`config.mk`:
```
export PLATFORM = sky130hd
export DESIGN_NAME = rxb_lowwater
export DESIGN_NICKNAME = d
export VERILOG_FILES = /design/src/rtl/rxb_pkg.sv /design/src/rtl/rxb_thr_reg.sv /design/src/rtl/rxb_word_ctr.sv /design/src/rtl/rxb_switch_ctl.sv /design/src/rtl/rxb_lowwater.sv
export SDC_FILE = /design/constraint.sdc
export NUM_CORES = 1
export LEC_CHECK = 0
export BUFFER_PORTS_ARGS = -buffer_cell sky130_fd_sc_hd__buf_2
export CAP_MARGIN = 10
export CORE_MARGIN = 1.5
export CORE_UTILIZATION = 51
export DETAILED_ROUTE_END_ITERATION = 7
export PLACE_DENSITY = 0.81
export SYNTH_ARGS = -nofsm -noshare
export SYNTH_HDL_FRONTEND = slang
export SYNTH_SLANG_ARGS = --single-unit
export TNS_END_PERCENT = 10
```
`constraint.sdc`:
```
create_clock -name clk_i -period 5.2 [get_ports clk_i]
set_input_delay 1.04 -clock clk_i [delete_from_list [all_inputs] [get_ports clk_i]]
set_output_delay 1.04 -clock clk_i [all_outputs]
set_load 0.03 [all_outputs]
```
`src/rtl/rxb_pkg.sv`:
```
package rxb_pkg;
  localparam int unsigned CNT_W   = 32;
  localparam int unsigned THR_W   = 16;
  localparam logic [15:0] THR_RST = 16'h02F8;
endpackage

```
`src/rtl/rxb_thr_reg.sv`:
```
module rxb_thr_reg #(
  parameter int unsigned      THR_W   = 16,
  parameter logic [THR_W-1:0] THR_RST = '0
) (
  input  logic             clk_i,
  input  logic             rst_ni,
  input  logic             wr_i,
  input  logic [THR_W-1:0] wdata_i,
  input  logic             mode32_i,
  output logic [THR_W-1:0] thr_o
);
  logic [THR_W-1:0] thr_q;

  always_ff @(posedge clk_i or negedge rst_ni) begin
    if (!rst_ni)   thr_q <= THR_RST;
    else if (wr_i) thr_q <= wdata_i;
  end

  // long-word counts are even: drop bit 0 so the compare lines up
  always_comb begin
    thr_o    = thr_q;
    thr_o[0] = thr_q[0] & ~mode32_i;
  end
endmodule

```
`src/rtl/rxb_word_ctr.sv`:
```
module rxb_word_ctr #(
  parameter int unsigned CNT_W  = 32,
  localparam int unsigned HALF_W = CNT_W / 2
) (
  input  logic              clk_i,
  input  logic              rst_ni,
  input  logic              mode32_i,
  input  logic              load_i,
  input  logic [HALF_W-1:0] load_lo_i,
  input  logic [HALF_W-1:0] load_hi_i,
  input  logic              word_i,
  output logic [CNT_W-1:0]  cnt_o,
  output logic [CNT_W-1:0]  cnt_nxt_o
);
  logic [CNT_W-1:0] cnt_q, step, dec;

  always_comb begin
    step = mode32_i ? CNT_W'(2) : CNT_W'(1);
    dec  = (cnt_q < step) ? '0 : cnt_q - step;
    if (load_i)      cnt_nxt_o = {load_hi_i, load_lo_i};
    else if (word_i) cnt_nxt_o = dec;
    else             cnt_nxt_o = cnt_q;
  end

  always_ff @(posedge clk_i or negedge rst_ni) begin
    if (!rst_ni) cnt_q <= '0;
    else         cnt_q <= cnt_nxt_o;
  end

  assign cnt_o = cnt_q;
endmodule

```
`src/rtl/rxb_switch_ctl.sv`:
```
module rxb_switch_ctl #(
  parameter int unsigned CNT_W = 32,
  parameter int unsigned THR_W = 16
) (
  input  logic             clk_i,
  input  logic             rst_ni,
  input  logic             eop_i,
  input  logic [CNT_W-1:0] cnt_nxt_i,
  input  logic [THR_W-1:0] thr_i,
  output logic             req_o
);
  logic [CNT_W-1:0] thr_ext;
  logic             below;
  logic             req_q;

  assign thr_ext = {{(CNT_W-THR_W){1'b0}}, thr_i};
  assign below   = cnt_nxt_i < thr_ext;

  // decision only at the packet boundary, on the updated count
  always_ff @(posedge clk_i or negedge rst_ni) begin
    if (!rst_ni) req_q <= 1'b0;
    else         req_q <= eop_i & below;
  end

  assign req_o = req_q;
endmodule

```
`src/rtl/rxb_lowwater.sv`:
```
module rxb_lowwater
  import rxb_pkg::*;
#(
  parameter int unsigned  CNT_W  = rxb_pkg::CNT_W,
  parameter int unsigned  THR_W  = rxb_pkg::THR_W,
  localparam int unsigned HALF_W = CNT_W / 2
) (
  input  logic              clk_i,
  input  logic              rst_ni,
  input  logic              mode32_i,
  input  logic              thr_wr_i,
  input  logic [THR_W-1:0]  thr_wdata_i,
  input  logic              load_i,
  input  logic [HALF_W-1:0] load_lo_i,
  input  logic [HALF_W-1:0] load_hi_i,
  input  logic              word_i,
  input  logic              eop_i,
  output logic [CNT_W-1:0]  remain_o,
  output logic [THR_W-1:0]  thr_o,
  output logic              switch_req_o
);
  logic [CNT_W-1:0] cnt_nxt;

  rxb_thr_reg #(
    .THR_W  (THR_W),
    .THR_RST(THR_W'(THR_RST))
  ) u_thr (
    .clk_i   (clk_i),
    .rst_ni  (rst_ni),
    .wr_i    (thr_wr_i),
    .wdata_i (thr_wdata_i),
    .mode32_i(mode32_i),
    .thr_o   (thr_o)
  );

  rxb_word_ctr #(
    .CNT_W(CNT_W)
  ) u_ctr (
    .clk_i    (clk_i),
    .rst_ni   (rst_ni),
    .mode32_i (mode32_i),
    .load_i   (load_i),
    .load_lo_i(load_lo_i),
    .load_hi_i(load_hi_i),
    .word_i   (word_i),
    .cnt_o    (remain_o),
    .cnt_nxt_o(cnt_nxt)
  );

  rxb_switch_ctl #(
    .CNT_W(CNT_W),
    .THR_W(THR_W)
  ) u_sw (
    .clk_i    (clk_i),
    .rst_ni   (rst_ni),
    .eop_i    (eop_i),
    .cnt_nxt_i(cnt_nxt),
    .thr_i    (thr_o),
    .req_o    (switch_req_o)
  );
endmodule

```
After elaboration in Yosys (flattened, before gate mapping)
Cells that the tools add are included.
{"block": "totals", "regBits": 49, "inputBits": 55, "output_inout_bits": 49, "elab_cells": 13}
{"block": "op_classes", "n_addsub": 1, "order_cmp": 2, "n_mux": 4, "bitwise": 3}
{"op": "$mux 32", "n": 3}
{"op": "$lt 32x16->1", "n": 1}
{"op": "$lt 32x32->1", "n": 1}
{"op": "$sub 32x32->32", "n": 1}
{"op": "$and 1x1->1", "n": 2}
{"op": "$mux 2", "n": 1}
{"op": "$not 1->1", "n": 1}

Depth between registers and ports, before layout
{"block": "logic_depth", "ltp_word": 7, "depth_mapped": 17, "mapped_depth_nobuf": 16}

By module
From an unflattened synthesis, not the netlist that was laid out.
{"block": "unflattened", "cells_unflattened": 317, "hier_area_um2": 3099.2}
{"module": "rxb_word_ctr", "instances": 1, "cells_each": 207, "area_per_inst_um2": 1878.1, "seq_area_each_um2": 800.8}
{"module": "rxb_thr_reg", "instances": 1, "cells_each": 50, "area_per_inst_um2": 775.7, "seq_area_each_um2": 407.9}
{"module": "rxb_switch_ctl", "instances": 1, "cells_each": 60, "area_per_inst_um2": 445.4, "seq_area_each_um2": 25.0}

Least setup slack after synthesis
Ideal clock, no wire load.
{"block": "synth_path", "kind": "input to register", "startpoint": "input port mode32_i", "endpoint": "register u_sw.req_q, in the netlist u_sw.req_o", "setup_time_ps": 67, "arrival_time_ps": 4566, "required_time_ps": 5133, "path_slack_ps": 567, "path_stages": 17, "n_path_buf": 2, "cell_sequence": "inv_1 > ha_1 > inv_1 > fa_1 > or4b_1 > nor4_4 > or2_1 > clkbuf_2 > clkbuf_1 > o21ai_0 > ha_1 > a21o_1 > a21o_1 > a21oi_1 > o221ai_1 > nor4_2 > o2111a_1"}
{"block": "synth_between", "elab_chain_cells": 7}
{"element": "start: declaration", "line_no": "rxb_lowwater.sv:10", "source": "input logic mode32_i,"}
{"element": "$mux 2 *", "line_no": "rxb_word_ctr.sv:18", "source": "step = mode32_i ? CNT_W'(2) : CNT_W'(1);"}
{"element": "$sub 32x32->32 or $lt 32x32->1 (tied branches)", "line_no": "rxb_word_ctr.sv:19", "source": "dec = (cnt_q < step) ? '0 : cnt_q - step;"}
{"element": "$mux 32 *", "line_no": "rxb_word_ctr.sv:19"}
{"element": "$mux 32 *", "line_no": "rxb_word_ctr.sv:21", "source": "else if (word_i) cnt_nxt_o = dec;"}
{"element": "$mux 32 *", "line_no": "rxb_word_ctr.sv:20", "source": "if (load_i) cnt_nxt_o = {load_hi_i, load_lo_i};"}
{"element": "via cnt_nxt[9]", "line_no": "rxb_lowwater.sv:22", "source": "logic [CNT_W-1:0] cnt_nxt;"}
{"element": "$lt 32x16->1 *", "line_no": "rxb_switch_ctl.sv:17", "source": "assign below = cnt_nxt_i < thr_ext;"}
{"element": "$and 1x1->1 *", "line_no": "rxb_switch_ctl.sv:22", "source": "else req_q <= eop_i & below;"}
{"element": "end signal: assignment", "line_no": "rxb_switch_ctl.sv:22"}
{"element": "end: declaration", "line_no": "rxb_switch_ctl.sv:14", "source": "logic req_q;"}
The timed path passes the listed nets; every way through them passes the cells marked *.
A chain may end at the register's enable or synchronous reset.

Worst setup path in the final report
Same ends and word-level chain as after synthesis.

==> impl_metrics.toml <==
[worst_hold_path]
hold_path_startpoint = "u_thr.thr_q[0]$_DFFE_PN0P_"
hold_class = "reg2reg"
worstHoldPathCells = 1
holdPathEnd = "u_thr.thr_q[0]$_DFFE_PN0P_"

[grt]
grt_use_total = 0.265
overflow = 0
antenna_found_initial = 0
grt_pass1_wl_um = 13400
grt_max_degree = 50
first_global_vias = 2801

[critical_path]
worstPathRequired_ns = 5.45
path_class = "in2reg"
cp_cell_sequence = "buf_2 > inv_1 > ha_1 > inv_1 > fa_1 > or4b_1 > buf_4 > nor4_1 > xnor2_1 > o31ai_1 > ha_1 > nor2b_1 > o21ai_0 > and4b_1 > o221ai_1 > nor4_2 > o2111a_1"
cp.arrival_ns = 4.91
r2r_start = "u_ctr.cnt_o[5]$_DFF_PN0_"
cp-start-kind = "input port"
crit_path_end_kind = "flop"
worstPathMaxFanout = 10
crit_family = "simple AND/OR/NAND/NOR gates"
cp_slowest_cell = "or4b_1"
r2r-end = "u_sw.req_o$_DFF_PN0_"
cp_slowest_stage_delay_ns = 0.61
worst-path-buf-inv = 4
ff2ff_path_depth = 12
r2r_slack_ns = 0.94

[die]
io_pins = 104
fp.dieH_um = 81.7
rows = 28
die_area_um2 = 6670
core-area_um2 = 5960
die_w_um = 81.7
start_util = 0.530

[synthesis]
yosysTopAreaCellShare = 0.341
synth_seq_cells = 49
ys_types = 52
syn_nets = 423
synth_xor_area_frac = 0.0749
yosys-top-cells-count = "nand2_1 (47), dfrtp_1 (43), o21ai_0 (34)"
synth_fa_ha_area_frac = 0.0737
yosys.area_share.simple = 0.220
synth-edff-count = 0
synth_top_family_by_area = "simple AND/OR/NAND/NOR gates"
synthMuxAreaShare = 0.00713
synth_seq_area_share = 0.391
syn_inst = 350
yosys-top-cells-area = "dfrtp_1 (34%), ha_1 (6.7%), xnor2_1 (6.1%)"
synth_top_area_cell = "dfrtp_1"
yosysWarnings = 0
syn_area_um2 = 3160
ys.flop_type = "dfrtp_1"
async_reset_ff_frac = 1.00
synth.most_common_cell = "nand2_1"
avgSynthCellArea_um2 = 9.02
synth_compound_area_frac = 0.148

[flow_run]
maxCapViolCount = 0

[timing]
slew_violations = 0
tns_ns = 0
fmax_mhz = 215
relSlewSlack = 0.665
hold_viol = 0
fin_crit_sh = 0.896
timing.final.setup_violations = 0
tightestPinTransition_ns = 0.499
post-route-min-period_ns = 4.66
rsz0062_at_grt = "false"
fin_worst_skew_ns = 0.00807

[finish]
multi_input_area_um2 = 1650
area_growth_pct = 18.8
nNetsFinal = 506
seqCellArea_um2 = 1230
fillCellCount = 538
post-route-util = 0.630
num_antenna_cells = 0
drive_above_1_share = 0.304

[routing]
dr.pass1.iters = 5
routed_wl_um = 8450
drt-initial-drc-count = 247
via_per_inst = 5.78
num_vias = 2944
antenna_left = 0
route.detailed.drc = 0
wl_per_cell_um = 16.6

[clock_tree]
cts.sinks = 49
htree_num_levels = 2
clk_pin_slew_ns = 0.10
clkLatencyLatePin_ns = 0.31
cts_buffers = 5
cts_resized = 0
cts_tree = "done"
holdBufCountCts = 0
cts_setup_buffers = 0
root_buffer = "clkbuf_8"
cts_buffer_depth = 2

[placed_design]
portBuffers = 103
dp.final_hpwl_um = 6390
gp_congestion = 0.904

[power]
peakVddDrop_v = 0.000167
cellPowerDensity_nw_per_um2 = 284
leakage_uw = 0.00174

[outcome]
status = "complete, no violations"
[layout make-up]
class	count	share of cell area
Sequential cell	49	0.329
Multi-Input combinational cell	247	0.441
Clock buffer	5	0.0183
Tap cell	75	0.0250
Timing Repair Buffer	109	0.153
Clock inverter	3	0.0133
Inverter	21	0.0210
[worst register-to-register path: cells and delay by family (launching register included)]
kind,cells,cell delay (ns)
simple gates,5,1.74
fa+ha+maj,1,0.30
compound gates,5,1.40
mux,1,0.30
flops,1,0.46
[per-layer routing]
layer,vias to the layer above,track usage,part of all wire
met4,0,0.0864,0.016
met2,125,0.455,0.51
met3,11,0.0367,0.055
met5,-,0,0
met1,1411,0.345,0.42
li1,1397,-,-
[report_power, final]
part,internal (uW),leakage [uW],switching (uW)
logic,114,0.00110,204
clock network,148,0.0000603,140
registers,420,0.000585,41.0
total,681,0.00174,385
[flip-flops by register name, indices dropped and copies added (netlist names)]
register     cells
u_ctr.cnt_o     32
u_thr.thr_q     16
u_sw.req_o       1
[per-stage QoR]
step | cells | setup WS [ns] | total power (uW) | instance area, um2 | hold slack (ns)
6_report | 509 | 0.543 | 1070 | 3750 | 0.513
5_1_grt | 509 | 0.298 | 1120 | 3750 | 0.544
4_1_cts | 508 | 0.588 | 1070 | 3730 | 0.514
3_5_place_dp | 500 | 0.270 | 779 | 3610 | 0.491
3_3_place_gp | 500 | 0.394 | 769 | 3610 | 0.498
2_1_floorplan | 350 | 0.567 | 680 | 3160 | 0.473
[cell usage in the layout (no fill, tap or decap), types with 2 or more instances in the layout]
master,n
nand4_1,4
and4b_1,2
or2_2,2
or4_1,7
a31oi_1,2
or3_1,9
xnor2_1,22
a2111oi_0,2
inv_1,21
nor2_1,13
mux2_2,2
o21ai_0,34
nor4_1,13
o221ai_1,2
dfrtp_1,43
o21a_1,2
nand2_1,47
buf_2,103
a21oi_1,5
dfstp_2,6
nor2b_1,4
o31ai_1,13
or2_1,2
xor2_1,5
clkbuf_8,5
a21o_1,4
ha_1,17
nor3_1,12
buf_4,5
nand4b_1,2
[worst max-delay path by stage]
stage	startpoint	endpoint	slack, ns	cells after the start
final	mode32_i	u_sw.req_o$_DFF_PN0_	0.54	17
after global routing	mode32_i	u_sw.req_o$_DFF_PN0_	0.30	17
after CTS	mode32_i	u_sw.req_o$_DFF_PN0_	0.59	17
after detailed placement	mode32_i	u_sw.req_o$_DFF_PN0_	0.27	17
after global placement	mode32_i	u_sw.req_o$_DFF_PN0_	0.39	17
after floorplan	mode32_i	u_sw.req_o$_DFF_PN0_	0.57	17
[logic make-up (layout without fill, tap and decap cells)]
family | Yosys count | after routing
buffers and inverters | 54 | 138
XOR/XNOR | 27 | 27
AND/OR/NAND/NOR | 127 | 127
AO/OA/AOI/OAI | 73 | 73
multiplexers | 2 | 2
flip-flops | 49 | 49
adder cells (fa/ha/maj) | 18 | 18
No activity file was read; power rests on OpenSTA's default activity.
